## src/rtl/nvseq_pkg.sv

```systemverilog
package nvseq_pkg;

  typedef enum logic [3:0] {
    ST_PORW  = 4'd0,
    ST_IDLE  = 4'd1,
    ST_HWDLY = 4'd2,
    ST_ERASE = 4'd3,
    ST_PROG  = 4'd4,
    ST_CLEAR = 4'd5,
    ST_XFER  = 4'd6,
    ST_HOLD  = 4'd7,
    ST_OFF   = 4'd8
  } seq_st_t;

  function automatic int unsigned max5(int unsigned a, int unsigned b, int unsigned c,
                                       int unsigned d, int unsigned e);
    int unsigned m;
    m = a;
    if (b > m) m = b;
    if (c > m) m = c;
    if (d > m) m = d;
    if (e > m) m = e;
    return m;
  endfunction

  // Cycles a timed state lasts; 1 for untimed states (counter never enabled there).
  function automatic int unsigned phase_cycles(seq_st_t s, int unsigned er, int unsigned pr,
                                               int unsigned cl, int unsigned xf,
                                               int unsigned dl);
    case (s)
      ST_ERASE: return er;
      ST_PROG:  return pr;
      ST_CLEAR: return cl;
      ST_XFER:  return xf;
      ST_HWDLY: return dl;
      default:  return 1;
    endcase
  endfunction

  function automatic logic is_timed(seq_st_t s);
    return (s == ST_ERASE) || (s == ST_PROG) || (s == ST_CLEAR) ||
           (s == ST_XFER) || (s == ST_HWDLY);
  endfunction

endpackage

```

## src/rtl/nv_phase_timer.sv

```systemverilog
module nv_phase_timer #(
  parameter int CW = 4
) (
  input  logic          clk,
  input  logic          rst_n,
  input  logic          restart,
  input  logic          en,
  input  logic [CW-1:0] len,
  output logic          last
);
  logic [CW-1:0] cnt;

  always_ff @(posedge clk or negedge rst_n) begin
    if (!rst_n)       cnt <= '0;
    else if (restart) cnt <= '0;
    else if (en)      cnt <= cnt + 1'b1;
  end

  assign last = en && (cnt == len - 1'b1);

  AST_CNT_IN_RANGE: assert property (@(posedge clk) disable iff (!rst_n)
    en |-> (cnt < len));

endmodule

```

## src/rtl/nv_dirty_track.sv

```systemverilog
module nv_dirty_track (
  input  logic clk,
  input  logic rst_n,
  input  logic wr_pulse,
  input  logic inhibit,
  input  logic op_done,
  input  logic as_on,
  input  logic as_off,
  output logic dirty,
  output logic as_en
);
  logic wr_accept;
  assign wr_accept = wr_pulse && !inhibit;

  always_ff @(posedge clk or negedge rst_n) begin
    if (!rst_n) begin
      dirty <= 1'b0;
      as_en <= 1'b1;
    end else begin
      if (op_done)        dirty <= 1'b0;
      else if (wr_accept) dirty <= 1'b1;
      if (as_off)         as_en <= 1'b0;
      else if (as_on)     as_en <= 1'b1;
    end
  end

  AST_DIRTY_SET: assert property (@(posedge clk) disable iff (!rst_n)
    wr_accept |=> dirty);
  AST_DIRTY_CLEAR: assert property (@(posedge clk) disable iff (!rst_n)
    op_done |=> !dirty);
  AST_AS_OFF_WINS: assert property (@(posedge clk) disable iff (!rst_n)
    as_off |=> !as_en);

endmodule

```

## src/rtl/nv_store_seq.sv

```systemverilog
module nv_store_seq
  import nvseq_pkg::*;
#(
  parameter int unsigned ERASE_CYC = 4,
  parameter int unsigned PROG_CYC  = 6,
  parameter int unsigned CLEAR_CYC = 3,
  parameter int unsigned XFER_CYC  = 5,
  parameter int unsigned HSB_DLY   = 3
) (
  input  logic clk,
  input  logic rst_n,
  input  logic pwr_fail,
  input  logic pwr_good,
  input  logic hsb_n_in,
  input  logic sw_store,
  input  logic sw_recall,
  input  logic as_enable,
  input  logic as_disable,
  input  logic wr_pulse,
  output logic busy,
  output logic hsb_drive_low,
  output logic inhibit,
  output logic nv_erase,
  output logic nv_program,
  output logic sram_clear,
  output logic nv_transfer
);
  localparam int unsigned MAXC = max5(ERASE_CYC, PROG_CYC, CLEAR_CYC, XFER_CYC, HSB_DLY);
  localparam int CW = (MAXC < 2) ? 1 : $clog2(MAXC + 1);

  seq_st_t st, st_nxt;
  logic    por_rcl, from_auto;
  logic    dirty, as_en, op_done, ph_last;
  logic    go_auto, go_por, go_swrcl, go_store_other;
  logic [CW-1:0] ph_len;

  assign ph_len = CW'(phase_cycles(st, ERASE_CYC, PROG_CYC, CLEAR_CYC, XFER_CYC, HSB_DLY));

  nv_phase_timer #(.CW(CW)) u_timer (
    .clk     (clk),
    .rst_n   (rst_n),
    .restart (st_nxt != st),
    .en      (is_timed(st)),
    .len     (ph_len),
    .last    (ph_last)
  );

  assign op_done = ph_last && ((st == ST_PROG) || (st == ST_XFER));

  nv_dirty_track u_dirty (
    .clk      (clk),
    .rst_n    (rst_n),
    .wr_pulse (wr_pulse),
    .inhibit  (inhibit),
    .op_done  (op_done),
    .as_on    (as_enable),
    .as_off   (as_disable),
    .dirty    (dirty),
    .as_en    (as_en)
  );

  always_comb begin
    st_nxt         = st;
    go_auto        = 1'b0;
    go_por         = 1'b0;
    go_swrcl       = 1'b0;
    go_store_other = 1'b0;
    case (st)
      ST_PORW: if (pwr_good) begin st_nxt = ST_CLEAR; go_por = 1'b1; end
      ST_IDLE: begin
        if (pwr_fail) begin
          if (as_en && dirty) begin st_nxt = ST_ERASE; go_auto = 1'b1; end
          else st_nxt = ST_OFF;
        end else if (!hsb_n_in) st_nxt = ST_HWDLY;
        else if (sw_store) begin st_nxt = ST_ERASE; go_store_other = 1'b1; end
        else if (sw_recall) begin st_nxt = ST_CLEAR; go_swrcl = 1'b1; end
      end
      ST_HWDLY: if (ph_last) begin
        if (dirty) begin st_nxt = ST_ERASE; go_store_other = 1'b1; end
        else st_nxt = ST_HOLD;
      end
      ST_ERASE: if (ph_last) st_nxt = ST_PROG;
      ST_PROG:  if (ph_last) st_nxt = from_auto ? ST_OFF : ST_HOLD;
      ST_CLEAR: if (ph_last) st_nxt = ST_XFER;
      ST_XFER:  if (ph_last) st_nxt = ST_IDLE;
      ST_HOLD:  if (hsb_n_in) st_nxt = ST_IDLE;
      ST_OFF:   st_nxt = ST_OFF;
      default:  st_nxt = ST_PORW;
    endcase
  end

  always_ff @(posedge clk or negedge rst_n) begin
    if (!rst_n) begin
      st        <= ST_PORW;
      por_rcl   <= 1'b0;
      from_auto <= 1'b0;
    end else begin
      st <= st_nxt;
      if (go_por)              por_rcl   <= 1'b1;
      else if (go_swrcl)       por_rcl   <= 1'b0;
      if (go_auto)             from_auto <= 1'b1;
      else if (go_store_other) from_auto <= 1'b0;
    end
  end

  assign nv_erase      = (st == ST_ERASE);
  assign nv_program    = (st == ST_PROG);
  assign sram_clear    = (st == ST_CLEAR);
  assign nv_transfer   = (st == ST_XFER);
  assign busy          = nv_erase | nv_program | sram_clear | nv_transfer;
  assign inhibit       = (st != ST_IDLE);
  assign hsb_drive_low = nv_erase | nv_program | ((sram_clear | nv_transfer) & por_rcl);

  AST_PIN_LOW_IN_STORE: assert property (@(posedge clk) disable iff (!rst_n)
    (nv_erase || nv_program) |-> hsb_drive_low);
  AST_ERASE_BEFORE_PROG: assert property (@(posedge clk) disable iff (!rst_n)
    $rose(nv_program) |-> $past(nv_erase));
  AST_CLEAR_BEFORE_XFER: assert property (@(posedge clk) disable iff (!rst_n)
    $rose(nv_transfer) |-> $past(sram_clear));
  AST_ONE_PHASE: assert property (@(posedge clk) disable iff (!rst_n)
    $onehot0({nv_erase, nv_program, sram_clear, nv_transfer}));
  AST_BUSY_INHIBITS: assert property (@(posedge clk) disable iff (!rst_n)
    busy |-> inhibit);
  AST_HOLD_WHILE_LOW: assert property (@(posedge clk) disable iff (!rst_n)
    (st == ST_HOLD && !hsb_n_in) |=> inhibit);
  AST_OFF_STICKY: assert property (@(posedge clk) disable iff (!rst_n)
    (st == ST_OFF) |=> (inhibit && !busy));
  AST_SWREC_PIN_FREE: assert property (@(posedge clk) disable iff (!rst_n)
    (st == ST_IDLE && !pwr_fail && hsb_n_in && !sw_store && sw_recall) |=> !hsb_drive_low);

endmodule

```

## config.mk

```make
export PLATFORM = sky130hd
export DESIGN_NAME = nv_store_seq
export DESIGN_NICKNAME = d
export VERILOG_FILES = /design/src/rtl/nvseq_pkg.sv /design/src/rtl/nv_phase_timer.sv /design/src/rtl/nv_dirty_track.sv /design/src/rtl/nv_store_seq.sv
export SDC_FILE = /design/constraint.sdc
export NUM_CORES = 1
export LEC_CHECK = 0
export ABC_AREA = 0
export BUFFER_PORTS_ARGS = -buffer_cell sky130_fd_sc_hd__buf_2
export CAP_MARGIN = 15
export CORE_AREA = 2 2 40 79
export DETAILED_ROUTE_END_ITERATION = 8
export DIE_AREA = 0 0 42 81
export PLACE_DENSITY_LB_ADDON = 0.08
export SLEW_MARGIN = 20
export SYNTH_ARGS = -nofsm -noshare
export SYNTH_HDL_FRONTEND = slang
export SYNTH_SLANG_ARGS = --single-unit
```

## constraint.sdc

```tcl
create_clock -name clk -period 3.8 [get_ports clk]
set_input_delay 0.38 -clock clk [delete_from_list [all_inputs] [get_ports clk]]
set_output_delay 0.38 -clock clk [all_outputs]
set_load 0.02 [all_outputs]
```

==> flow_summary.yaml <==
run_status:
  outcome: "finished, final reports clean"
synthesis:
  async_flop_share_pct: 100
  yosysMostFrequentCell: "nor2_1"
  ys_seq_area_share_pct: 25.8
  synth_common_cells: "14 x nor2_1, 11 x a21oi_1, 11 x o21ai_0"
  synth_top_cell_area_share_pct: 23.3
  yosys.area.top_type: "dfrtp_1"
  synthesis.nets: 156
  synthCells: 144
  syn-cell-area_um2: 1070
  netlist-cell-type-count: 45
  synth_edf_count: 0
  ys.flop_type: "dfrtp_1"
  ys_ff_latch: 11
  synth_area_per_cell_um2: 7.46
  yosys-top-cells-area: "dfrtp_1 23%, a21oi_1 5.1%, o21ai_0 5.1%"
  yosys_warnings: 0
setup_path:
  r2r-start: "st[0]$_DFF_PN0_"
  r2r-end: "u_timer.cnt[0]$_DFFE_PN0P_"
  rrSetupSlack_ns: 0.80
  critPathLaunchType: "register"
  critical_path_class: "reg -> reg"
  critical_path.max_fanout: 13
  worst_ep_arrival_time_ns: 3.12
  rr_worst_depth: 12
  cp-end-kind: "register"
  crit_required_ns: 3.92
power:
  ir_drop_uv: 402
  p_leak_nw: 0.511
  power.density_nw_per_um2: 802
detailed_routing:
  wl_um: 3020
  firstDrtPassIters: 4
  ant_nets: 0
  vias_per_cell: 5.98
  drc_errors: 0
  drt_iter0_markers: 56
  wl_per_cell_um: 16.0
  num_vias: 1130
cells_and_area:
  nets: 172
  diodes: 0
  drive_gt1_share_pct: 18.2
  finalNonFillerCells: 189
  area_delta_synth_final_pct: 13.2
clock_tree:
  clk_pin_slew_worst_paths_ns: 0.05
  postCtsSetupRepairBufs: 0
  ctsHoldBuffers: 0
  cts_tree: "built"
  insertion_delay_ns: 0.24
  cts_sinks: 11
  root_buffer: "clkbuf_8"
  cts-htree-levels: 1
  cts_resized: 0
  cts_buffers: 3
  cts.path.max_buffers: 2
floorplan:
  start_util_pct: 37.8
  die_area_um2: 3400
  rows: 28
  pin_count: 17
  core_area_um2: 2840
  die_width_um: 42
  die_h_um: 81
sta:
  finalHoldViolCount: 0
  fin_tns_setup_ns: 0
  max-slew-margin-rel_pct: 66.8
  grt_setup_unrepaired: "false"
  tightest_slew_ns: 0.493
  setup_viol: 0
  report.final.slew_viol_count: 0
  fmax_ghz: 0.333
  hold_ws_ns: 0.0148
  fin_crit_ns: 3.00
  skew_ns: 0.00356
  period_share_pct: 79.1
global_route:
  grt.overflow.total: 0
  grt_max_degree: 18
  grt_pass1_vias: 1071
  grt_usage_pct: 19.0
  grt_first_pass_wirelength_um: 4910
  antenna_found_initial: 0
placed_design:
  port_buffers: 16
  post-place-cells: 185
  dp_hpwl_um: 2360
  routabilityCongestion: 0.820
hold_path:
  hp-class: "in -> async"
flow_run:
  cap_violations: 0
layout by cell type, fill, tap and decap left out, types with 2 or more instances in the layout:
cell	n
o21a_1	3
buf_4	4
o21ai_0	11
nand3_1	7
a31oi_1	5
nor2_1	14
dfrtp_1	10
o31a_1	3
a21oi_1	11
xor2_1	4
nor3_1	7
and2_1	2
o211ai_1	3
inv_1	5
nand2_1	10
clkbuf_8	3
and3_1	3
o21ai_1	2
o311ai_0	3
nand2b_1	5
buf_2	16
ha_1	2
xnor2_1	4
power breakdown:
group          switching [mW]  total, mW  internal [mW]
logic                   0.379      0.623          0.245
registers              0.0814      0.230          0.149
clock network          0.0470      0.121         0.0739
cell families (layout without fill, tap and decap cells):
group	count (synthesis)	in the layout	synth area share, %
AOI/OAI and AO/OA	50	50	30.2
xor gates and xnor gates	8	8	6.53
adders and majority gates	3	3	3.26
buffers and inverters	15	30	6.88
DFF	11	11	25.8
muxes	1	1	0.932
and+or+nand+nor	56	56	26.5
layer usage:
metal	share of wire, %	up-vias	GRT usage [%]	routed length (µm)
met5	0	-	0	0
met2	50	43	32.2	1510
met1	42	525	23.3	1270
met4	2.7	0	10.6	82
li1	-	556	-	-
met3	5.3	6	1.56	160
worst max-delay path by stage:
stage | start | endpoint | slack [ns]
2_1_floorplan | st[2]$_DFF_PN0_ | u_timer.cnt[0]$_DFFE_PN0P_ | 0.99
3_3_place_gp | st[0]$_DFF_PN0_ | st[0]$_DFF_PN0_ | 0.70
3_5_place_dp | st[0]$_DFF_PN0_ | u_timer.cnt[0]$_DFFE_PN0P_ | 0.85
4_1_cts | st[0]$_DFF_PN0_ | u_timer.cnt[0]$_DFFE_PN0P_ | 0.83
5_1_grt | st[0]$_DFF_PN0_ | u_timer.cnt[0]$_DFFE_PN0P_ | 0.60
6_report | st[0]$_DFF_PN0_ | u_timer.cnt[0]$_DFFE_PN0P_ | 0.80
cell type report:
type	count	area, µm²
Clock buffer	4	45.0
Fill cell	295	1620
Inverter	6	22.5
Multi-Input combinational cell	118	723
Sequential cell	11	277
Tap cell	30	37.5
Timing Repair Buffer	20	110
state kept, by name, indices dropped and copies added (netlist names):
| name | flops |
|---|---|
| por_rcl | 1 |
| from_auto | 1 |
| st | 4 |
| u_dirty.dirty | 1 |
| u_timer.cnt | 3 |
| u_dirty.as_en | 1 |
worst max-delay path, stage by stage (launching register included):
cell and delay, ns:
dfrtp_1 0.52, inv_1 0.20, nand2_1 0.09, nor3_1 0.39, a21oi_1 0.08, ha_1 0.24
xor2_1 0.29, xnor2_1 0.18, o21ai_0 0.10, o31a_1 0.29, o31a_1 0.29, a21oi_2 0.15
nor3_1 0.08
per-stage QoR:
stage / util (%) / total power [mW] / setup slack (ns) / cell area, µm²
final: 42.8 / 0.974 / 0.796 / 1210
after global routing: 42.8 / 1.06 / 0.603 / 1210
after CTS: 42.8 / 0.969 / 0.833 / 1210
after detailed placement: 41.2 / 0.843 / 0.845 / 1170
after global placement: 41.2 / 0.855 / 0.704 / 1170
after floorplan: - / 0.703 / 0.991 / 1070
(Power assumes the default switching activity.)
